### src/rtl/rsv_pkg.sv
package rsv_pkg;
  typedef enum logic [1:0] {
    SV_HOLD  = 2'd0,
    SV_COUNT = 2'd1,
    SV_RUN   = 2'd2
  } sv_state_e;

  function automatic int unsigned cnt_width(input int unsigned ticks);
    return (ticks > 1) ? $clog2(ticks) : 1;
  endfunction
endpackage

### src/rtl/rsv_timer.sv
module rsv_timer #(
  parameter int unsigned TIMEOUT_TICKS = 200
) (
  input  logic clk,
  input  logic clr,
  input  logic restart,
  input  logic run,
  input  logic tick,
  output logic expire
);
  localparam int unsigned CW = rsv_pkg::cnt_width(TIMEOUT_TICKS);
  localparam logic [CW-1:0] LAST = CW'(TIMEOUT_TICKS - 1);

  logic [CW-1:0] cnt_q;

  always_ff @(posedge clk) begin
    if (clr || restart) begin
      cnt_q <= '0;
    end else if (run && tick) begin
      cnt_q <= (cnt_q == LAST) ? '0 : cnt_q + 1'b1;
    end
  end

  assign expire = run & tick & (cnt_q == LAST);

  // the count never passes the final strobe index
  a_r4_cnt_bound: assert property (@(posedge clk) disable iff (clr)
    cnt_q <= LAST);

  // a restart leaves the count empty
  a_r5_restart_clears: assert property (@(posedge clk) disable iff (clr)
    restart |=> (cnt_q == '0));
endmodule

### src/rtl/rsv_fsm.sv
module rsv_fsm (
  input  logic clk,
  input  logic clr,
  input  logic supply_ok,
  input  logic btn_n,
  input  logic expire,
  output logic timer_run,
  output logic timer_restart,
  output logic released
);
  import rsv_pkg::*;

  sv_state_e state_q, state_d;

  always_comb begin
    state_d = state_q;
    if (!supply_ok || !btn_n) begin
      state_d = SV_HOLD;
    end else begin
      case (state_q)
        SV_HOLD:  state_d = SV_COUNT;
        SV_COUNT: if (expire) state_d = SV_RUN;
        SV_RUN:   state_d = SV_RUN;
        default:  state_d = SV_HOLD;
      endcase
    end
  end

  always_ff @(posedge clk) begin
    if (clr) state_q <= SV_HOLD;
    else     state_q <= state_d;
  end

  assign timer_run     = (state_q == SV_COUNT);
  assign timer_restart = (state_q != SV_COUNT);
  assign released      = (state_q == SV_RUN);

  // entry into the released state only follows an expiry
  a_r4_release_after_expiry: assert property (@(posedge clk) disable iff (clr)
    (state_q == SV_RUN && $past(state_q) != SV_RUN) |-> $past(expire));

  // a low supply leaves the block held on the next edge
  a_r5_supply_drop_holds: assert property (@(posedge clk) disable iff (clr)
    !supply_ok |=> (state_q == SV_HOLD));

  // a pressed button leaves the block held on the next edge
  a_r6_button_holds: assert property (@(posedge clk) disable iff (clr)
    !btn_n |=> (state_q == SV_HOLD));

  // the held state never jumps straight to release
  a_r9_hold_not_to_run: assert property (@(posedge clk) disable iff (clr)
    (state_q == SV_HOLD) |=> (state_q != SV_RUN));
endmodule

### src/rtl/rst_supervisor.sv
module rst_supervisor #(
  parameter int unsigned TIMEOUT_TICKS = 200
) (
  input  logic clk,
  input  logic clr,
  input  logic tick_ms,
  input  logic supply_ok,
  input  logic btn_n,
  output logic rst_pull_en
);
  logic tmr_run, tmr_restart, tmr_expire, released;

  rsv_fsm fsm_i (
    .clk          (clk),
    .clr          (clr),
    .supply_ok    (supply_ok),
    .btn_n        (btn_n),
    .expire       (tmr_expire),
    .timer_run    (tmr_run),
    .timer_restart(tmr_restart),
    .released     (released)
  );

  rsv_timer #(.TIMEOUT_TICKS(TIMEOUT_TICKS)) timer_i (
    .clk    (clk),
    .clr    (clr),
    .restart(tmr_restart),
    .run    (tmr_run),
    .tick   (tick_ms),
    .expire (tmr_expire)
  );

  // Assertion path bypasses the state register so it is immediate.
  assign rst_pull_en = ~released | ~supply_ok | ~btn_n;

  // the pad enable is always a defined level
  a_r2_known: assert property (@(posedge clk) disable iff (clr)
    !$isunknown(rst_pull_en));

  // a release edge is preceded by counting, never by the held state
  a_r4_fall_needs_count: assert property (@(posedge clk) disable iff (clr)
    $fell(rst_pull_en) |-> $past(tmr_run));
endmodule

### config.mk
export PLATFORM = sky130hd
export DESIGN_NAME = rst_supervisor
export DESIGN_NICKNAME = d
export VERILOG_FILES = /design/src/rtl/rsv_pkg.sv /design/src/rtl/rsv_timer.sv /design/src/rtl/rsv_fsm.sv /design/src/rtl/rst_supervisor.sv
export SDC_FILE = /design/constraint.sdc
export NUM_CORES = 1
export LEC_CHECK = 0
export BUFFER_PORTS_ARGS = -buffer_cell sky130_fd_sc_hd__buf_2
export CAP_MARGIN = 10
export CORE_AREA = 3 3 40 42
export CTS_BUF_LIST = sky130_fd_sc_hd__clkbuf_8
export DETAILED_ROUTE_END_ITERATION = 8
export DIE_AREA = 0 0 43 45
export HOLD_SLACK_MARGIN = 0.05
export PLACE_DENSITY = 0.55
export SETUP_SLACK_MARGIN = 0.5
export SYNTH_ARGS = -nofsm -noshare
export SYNTH_HDL_FRONTEND = slang
export SYNTH_SLANG_ARGS = --single-unit
### constraint.sdc
create_clock -name clk -period 1.7 [get_ports clk]
set_input_delay 0.085 -clock clk [delete_from_list [all_inputs] [get_ports clk]]
set_output_delay 0.085 -clock clk [all_outputs]
set_load 0.005 [all_outputs]
==> results of run 1 <==
==> power breakdown <==
group	switching, mW	internal, mW
registers	0.00216	0.234
clock network	0.0907	0.155
logic	0.0169	0.0181
==> cell families after synthesis <==
| kind of cell | synth area share |
|---|---|
| adders and majority gates | 0.0935 |
| DFF | 0.374 |
| AOI/OAI and AO/OA | 0.171 |
| muxes | 0.0374 |
| and+or+nand+nor | 0.294 |
| buffers and inverters | 0.0140 |
| xor gates and xnor gates | 0.0164 |
==> what timing repair did <==
item | in CTS | in global routing
resized for setup | 9 | 10
endpoints found under the setup margin | 8 | 7
pin swaps | 4 | 5
buffers inserted | 2 | 2
==> layer usage <==
layer	up-vias	wire, µm	GRT usage
met3	2	28	0.0359
met2	7	532	0.204
li1	250	-	-
met1	228	553	0.143
met4	0	25	0.0723
met5	-	0	0
==> cell usage in the layout (no fill, tap or decap), types with 2 or more instances in the layout <==
cell,netlist,routed
a21oi_1,7,5
a21oi_2,0,2
buf_2,0,5
buf_4,0,3
clkbuf_8,0,3
dfxtp_1,10,5
dfxtp_2,0,3
dfxtp_4,0,2
ha_1,4,2
ha_4,0,2
mux2i_1,2,2
nand2_1,9,8
nand3_1,4,3
o21ai_0,5,5
or3_1,4,3
==> worst max-delay path by stage <==
stage | start | end | slack, ns | cells past startpoint
detailed placement | timer_i.cnt_q[0]$_SDFFE_PP0P_ | timer_i.cnt_q[4]$_SDFFE_PP0P_ | 0.31 | 4
CTS | fsm_i.state_q[1]$_SDFFE_PP0P_ | timer_i.cnt_q[7]$_SDFFE_PP0P_ | 0.43 | 5
floorplan | fsm_i.state_q[1]$_SDFFE_PP0P_ | timer_i.cnt_q[7]$_SDFFE_PP0P_ | 0.47 | 5
global route | fsm_i.state_q[1]$_SDFFE_PP0P_ | timer_i.cnt_q[7]$_SDFFE_PP0P_ | 0.36 | 5
global placement | timer_i.cnt_q[2]$_SDFFE_PP0P_ | timer_i.cnt_q[7]$_SDFFE_PP0P_ | 0.35 | 3
finish | fsm_i.state_q[1]$_SDFFE_PP0P_ | timer_i.cnt_q[3]$_SDFFE_PP0P_ | 0.43 | 7
==> synth_stat cells, drive strengths merged <==
cell / count / area (µm²)
a21oi: 7 / 35.0
or3: 4 / 25.0
or4: 1 / 7.51
o21ai: 5 / 25.0
mux2i: 2 / 20.0
o2111ai: 1 / 8.76
o31ai: 1 / 7.51
nand2: 9 / 33.8
xor2: 1 / 8.76
nand2b: 2 / 12.5
o21a: 1 / 7.51
nand3b: 1 / 7.51
o21bai: 1 / 7.51
nand3: 4 / 20.0
nor2: 1 / 3.75
ha: 4 / 50.1
nand4b: 1 / 8.76
nor2b: 1 / 6.26
inv: 2 / 7.51
nand4: 1 / 12.5
dfxtp: 10 / 200
and3b: 1 / 8.76
nand4bb: 1 / 11.3
==> sequential cells by signal, indices dropped and copies added (netlist names) <==
register and flops:
fsm_i.state_q 2, timer_i.cnt_q 8
==> metrics by stage <==
stage	cell area, µm²	worst slack [ns]	total power, mW	std cells	util
finish	763	0.426	0.517	89	0.594
floorplan	559	0.466	0.258	62	-
CTS	708	0.431	0.516	87	0.551
global route	763	0.355	0.535	89	0.594
detailed placement	603	0.312	0.269	82	0.469
global placement	603	0.352	0.268	82	0.469
==> worst register-to-register path, delay by kind of cell (launching register included) <==
family,cells,cell delay (ns)
simple gates,2,0.36
flops,1,0.32
buf+inv,3,0.26
fa+ha+maj,1,0.15
compound gates,1,0.11
==> final cells by class <==
class                      count  area (µm²)
fill                         116         522
tap                           15        18.8
sequential                    10         211
inverter                       2        7.51
multi-input combinational     50         425
clock buffer                   3        41.3
timing repair buffer           9        58.8
==> out/metrics.cfg, run 1 <==
[status]
status=complete, no violations

[drt]
vias=487
wl_per_cell_um=12.8
drc_errors=0
totalWireLength_um=1140
drtIter0Drc=4
first_pass_iters=4
vias_per_cell=5.47
drtAntennaViolNets=0

[yosys]
synthCells=62
yosys_warnings=0
ys_ff_latch=10
yosysSeqAreaShare=0.374
ys_types=23
syn_avg_cell_area_um2=8.64
synth_fp_nets=71
mappedNetlistArea_um2=536

[clock_tree]
clock_latency_ns=0.23
postCtsHoldBufs=0
cts_sinks=10
cts_root_buf=clkbuf_8
cts.clk_slew.worst_paths_ns=0.05
cts_buffers=3
cts.htree.levels=1
max-clock-path-buffers=2
tritoncts=yes

[job]
max_cap_violations=0

[setup_path]
reg2reg_to=timer_i.cnt_q[3]$_SDFFE_PP0P_
worstSetupPathType=reg -> reg
critPathBufInv=3
critPathMaxStageDelay_ns=0.32
cp_max_fo=4
slowest_stage=dfxtp_2
crit_chain=inv_2 > ha_4 > buf_4 > buf_6 > nand2_4 > or3_4 > a21oi_2
reg2reg_from=fsm_i.state_q[1]$_SDFFE_PP0P_
r2r_cells=7
cp_top_family=simple AND/OR/NAND/NOR gates
crit_path_end_kind=flip-flop
startpoint_type=flip-flop
worstPathRequired_ns=1.87
cp.arrival_ns=1.45
r2r_slack_ns=0.43

[timing]
fin_skew_ns=0.000865
tightest_slew_ns=0.271
hold_slack_ns=0.137
finalCritPeriodShare=0.749
tns_ns=0
rsz0062_at_grt=yes
setup_viol=0
period_needed_ns=1.27
hold_viol_final=0
slew_violations=0
clock.fmax_ghz=0.785
slew_headroom=0.818

[power_and_ir_drop]
peakVddDrop_mv=0.438
power.density_nw_per_um2=677
p_leak_nw=0.244

[cells_and_area]
diodes=0
area_growth_syn_to_layout_pct=42.5
layout-drive-gt1-share=0.405
layout.nets=85

[global_routing]
grt_usage=0.124
overflow=0
grt_pass1_wl_um=1760
grt_pass1_vias=449
antenna_found_initial=0
grt_max_degree=9

[die]
die_y_um=45
num_io_pins=6
core_area_um2=1280
rows=13
die-area_um2=1940
fp.dieW_um=43
initial_utilization=0.417

[hold_path]
hold_depth=3
hold_path.class=in -> reg
min_from=clr
holdPathEnd=timer_i.cnt_q[1]$_SDFFE_PP0P_

[placed_design]
numPortBuffers=5
gp_congestion=0.794

(Power assumes the default switching activity.)
==> inputs of run 2 (changes only) <==
--- a/config.mk
+++ b/config.mk
@@ -5,6 +5,7 @@
 export SDC_FILE = /design/constraint.sdc
 export NUM_CORES = 1
 export LEC_CHECK = 0
+export ABC_AREA = 1
 export BUFFER_PORTS_ARGS = -buffer_cell sky130_fd_sc_hd__buf_2
 export CAP_MARGIN = 10
 export CORE_AREA = 3 3 40 42
@@ -12,7 +13,7 @@
 export DETAILED_ROUTE_END_ITERATION = 8
 export DIE_AREA = 0 0 43 45
 export HOLD_SLACK_MARGIN = 0.05
-export PLACE_DENSITY = 0.55
+export PLACE_DENSITY = 0.59
 export SETUP_SLACK_MARGIN = 0.5
 export SYNTH_ARGS = -nofsm -noshare
 export SYNTH_HDL_FRONTEND = slang
==> constraint.sdc (replaced) <==
create_clock -name clk -period 1.3 [get_ports clk]
set_input_delay 0.065 -clock clk [delete_from_list [all_inputs] [get_ports clk]]
set_output_delay 0.065 -clock clk [all_outputs]
set_load 0.005 [all_outputs]
==> run 2 against run 1 <==
Compared with the run above:
- first-iteration DRC count grew 25%
- final cell count is 21% higher
- sequential power increased by 31%
- routed wire length rose by 1.3%
- combinational power rose by 48%
- clock-buffer cell count rose by 1
- non-clock buffer count rose by 2
- critical endpoint is now fsm_i.state_q[1]$_SDFFE_PP0P_
==> out/metrics.cfg, run 2 <==
[timing]
finalCritPeriodShare=0.888  ; was 0.749
period_needed_ns=1.15  ; was 1.27 ns
clock.fmax_ghz=0.866  ; was 0.785 GHz
worst_slack_ns=0.145  ; was 0.426 ns
hold_viol_final=0  ; unchanged
rsz0062_at_grt=yes  ; unchanged
tns_ns=0  ; unchanged
setup_viol=0  ; unchanged
fin_skew_ns=0.000583  ; was 0.000865 ns
slew_headroom=0.859  ; was 0.818
slew_violations=0  ; unchanged
hold_slack_ns=0.0850  ; was 0.137 ns
tightest_slew_ns=0.211  ; was 0.271 ns

[global_routing]
grt_max_degree=8  ; was 9
overflow=0  ; unchanged
grt_pass1_wl_um=2110  ; was 1760 µm
grt_pass1_vias=534  ; was 449
grt_usage=0.147  ; was 0.124
antenna_found_initial=0  ; unchanged

[drt]
first_pass_iters=4  ; unchanged
drtAntennaViolNets=0  ; unchanged
wl_per_cell_um=10.7  ; was 12.8 µm
vias_per_cell=4.86  ; was 5.47
totalWireLength_um=1160  ; was 1140 µm
drc_errors=0  ; unchanged
vias=525  ; was 487
drtIter0Drc=5  ; was 4

[placed_design]
dp_hpwl_um=867
place_ws_ns=0.134  ; was 0.312 ns
gp_congestion=0.724  ; was 0.794
numPortBuffers=5  ; unchanged

[yosys]
synthCells=79  ; was 62
yosysMostFrequentCell=nand2_1  ; was dfxtp_1
mappedNetlistArea_um2=579  ; was 536 µm²
synth_edf_count=0  ; unchanged
yosys_warnings=0  ; unchanged
synthMuxAreaShare=0  ; was 0.0374
async_flop_share=0  ; unchanged
ys_top_cells_by_area=dfxtp_1 35%, nand2_1 12%, ha_1 8.6%  ; was dfxtp_1 37%, ha_1 9.3%, a21oi_1 6.5%
yosys.area.top_type_share=0.346  ; was 0.374
ys_ff_latch=10  ; unchanged
synth_xor_area_frac=0.0302  ; was 0.0164
syn_avg_cell_area_um2=7.33  ; was 8.64 µm²
yosys-top-cells-count=18 x nand2_1, 10 x dfxtp_1, 8 x inv_1, 8 x nand3_1, 7 x nor2_1  ; was 10 x dfxtp_1, 9 x nand2_1, 7 x a21oi_1, 5 x o21ai_0
ys_types=17  ; was 23
synth-simple-area-share=0.400  ; was 0.294
synth_fp_nets=88  ; was 71
synth-compound-area-share=0.0605  ; was 0.171
synth-main-ff-cell=dfxtp_1  ; unchanged
synth_top_family_by_area=simple AND/OR/NAND/NOR gates  ; unchanged
synth_top_area_cell=dfxtp_1  ; unchanged
yosysSeqAreaShare=0.346  ; was 0.374
synthAdderAreaFrac=0.0864  ; was 0.0935

[die]
die_y_um=45  ; unchanged
core_area_um2=1280  ; unchanged
die-area_um2=1940  ; unchanged
initial_utilization=0.451  ; was 0.417
num_io_pins=6  ; unchanged
fp.dieW_um=43  ; unchanged
rows=13  ; unchanged

[setup_path]
startpoint_type=flip-flop  ; unchanged
reg2reg_from=timer_i.cnt_q[0]$_SDFFE_PP0P_  ; was fsm_i.state_q[1]$_SDFFE_PP0P_
crit_path_end_kind=flip-flop  ; unchanged
worstSetupPathType=reg -> reg  ; unchanged
r2r_slack_ns=0.15  ; was 0.43 ns
crit_chain=ha_4 > nand2_4 > nor2_4 > nand3_4 > a21oi_2 > nor2_1  ; was inv_2 > ha_4 > buf_4 > buf_6 > nand2_4 > or3_4 > a21oi_2
critPathBufInv=0  ; was 3
crit_path_start=timer_i.cnt_q[0]$_SDFFE_PP0P_  ; was fsm_i.state_q[1]$_SDFFE_PP0P_
r2r_cells=6  ; was 7
cp.arrival_ns=1.28  ; was 1.45 ns
worstPathRequired_ns=1.43  ; was 1.87 ns
cp_top_family=simple AND/OR/NAND/NOR gates  ; unchanged
reg2reg_to=fsm_i.state_q[1]$_SDFFE_PP0P_  ; was timer_i.cnt_q[3]$_SDFFE_PP0P_
slowest_stage=dfxtp_4  ; was dfxtp_2
critPathMaxStageDelay_ns=0.37  ; was 0.32 ns
cp_max_fo=5  ; was 4

[cells_and_area]
final_cell_mix=14 x nand2_1, 7 x nor2_1, 6 x nand3_1, 6 x inv_1, 6 x buf_4  ; was 8 x nand2_1, 5 x a21oi_1, 5 x o21ai_0, 5 x buf_2, 5 x dfxtp_1
regMostFlops=timer_i.cnt_q  ; unchanged
fin_util=0.632  ; was 0.594
largest_register_ffs=8  ; unchanged
area_growth_syn_to_layout_pct=40.2  ; was 42.5%
layout.nets=103  ; was 85
multiInputGateArea_um2=419  ; was 425 µm²
diodes=0  ; unchanged
largestRegisters=timer_i.cnt_q x8, fsm_i.state_q x2  ; unchanged
final_common_cell=nand2_1  ; unchanged
seq_area_um2=209  ; was 211 µm²
layout-drive-gt1-share=0.473  ; was 0.405
num-fill-cells=118  ; was 116

[hold_path]
min_from=clr  ; unchanged
holdPathEnd=fsm_i.state_q[0]$_SDFFE_PP0P_  ; was timer_i.cnt_q[1]$_SDFFE_PP0P_
hold_path.class=in -> reg  ; unchanged
hold_depth=4  ; was 3

[clock_tree]
max-clock-path-buffers=2  ; unchanged
tritoncts=yes  ; unchanged
clock_latency_ns=0.24  ; was 0.23 ns
cts_buffers=3  ; unchanged
cts_sinks=10  ; unchanged
postCtsHoldBufs=0  ; unchanged
cts_root_buf=clkbuf_8  ; unchanged
cts.clk_slew.worst_paths_ns=0.05  ; about the same
cts.htree.levels=1  ; unchanged

[power_and_ir_drop]
peakVddDrop_mv=0.718  ; was 0.438 mV
power.density_nw_per_um2=935  ; was 677 nW/µm²
finalPower_uw=759  ; was 517 µW
p_leak_nw=0.300  ; was 0.244 nW

[job]
max_cap_violations=0  ; unchanged

[status]
status=complete, no violations  ; unchanged

run 2: layer usage:
layer	wire length, µm	track usage
met5	0	0
met4	23	0.0723
met3	43	0.0359
met2	540	0.251
met1	548	0.172
run 2: where the power goes:
group	switching, mW	internal, mW
registers	0.00202	0.307
clock network	0.131	0.267
logic	0.0272	0.0245
run 2: logic make-up after synthesis:
| logic type | Yosys count |
|---|---|
| flops | 10 |
| fa+ha+maj | 4 |
| compound gates | 7 |
| simple gates | 45 |
| buf+inv | 11 |
| xor+xnor | 2 |
run 2: what timing repair did:
item | in CTS | in global routing
setup endpoints to repair | 11 | 11
buffers inserted | 5 | 1
resized for setup | 9 | 4
pin swaps | 4 | 3
run 2: area by class of cell:
cell class | count | share of cell area
multi-input cells | 58 | 0.516
flip-flops and latches | 10 | 0.257
repair buffers | 11 | 0.0863
clock buffers | 4 | 0.0678
inverters | 10 | 0.0493
well taps | 15 | 0.0231
run 2: worst register-to-register path: cells and delay by family, from the launching register on:
| family | cells | cell delay, ns |
|---|---|---|
| simple gates | 4 | 0.38 |
| fa+ha+maj | 1 | 0.15 |
| flops | 1 | 0.37 |
| compound gates | 1 | 0.15 |
run 2: worst max path at each step:
stage	slack [ns]	cells after the start	to
detailed placement	0.13	6	fsm_i.state_q[1]$_SDFFE_PP0P_
floorplan	0.15	9	timer_i.cnt_q[6]$_SDFFE_PP0P_
finish	0.15	6	fsm_i.state_q[1]$_SDFFE_PP0P_
global placement	0.15	6	timer_i.cnt_q[4]$_SDFFE_PP0P_
CTS	0.17	6	fsm_i.state_q[1]$_SDFFE_PP0P_
global route	0.07	8	timer_i.cnt_q[5]$_SDFFE_PP0P_
run 2: metrics by stage:
stage / instances / instance area, µm²
6_report: 108 / 812
5_1_grt: 108 / 812
4_1_cts: 107 / 793
3_5_place_dp: 98 / 674
3_3_place_gp: 98 / 674
2_1_floorplan: 79 / 642
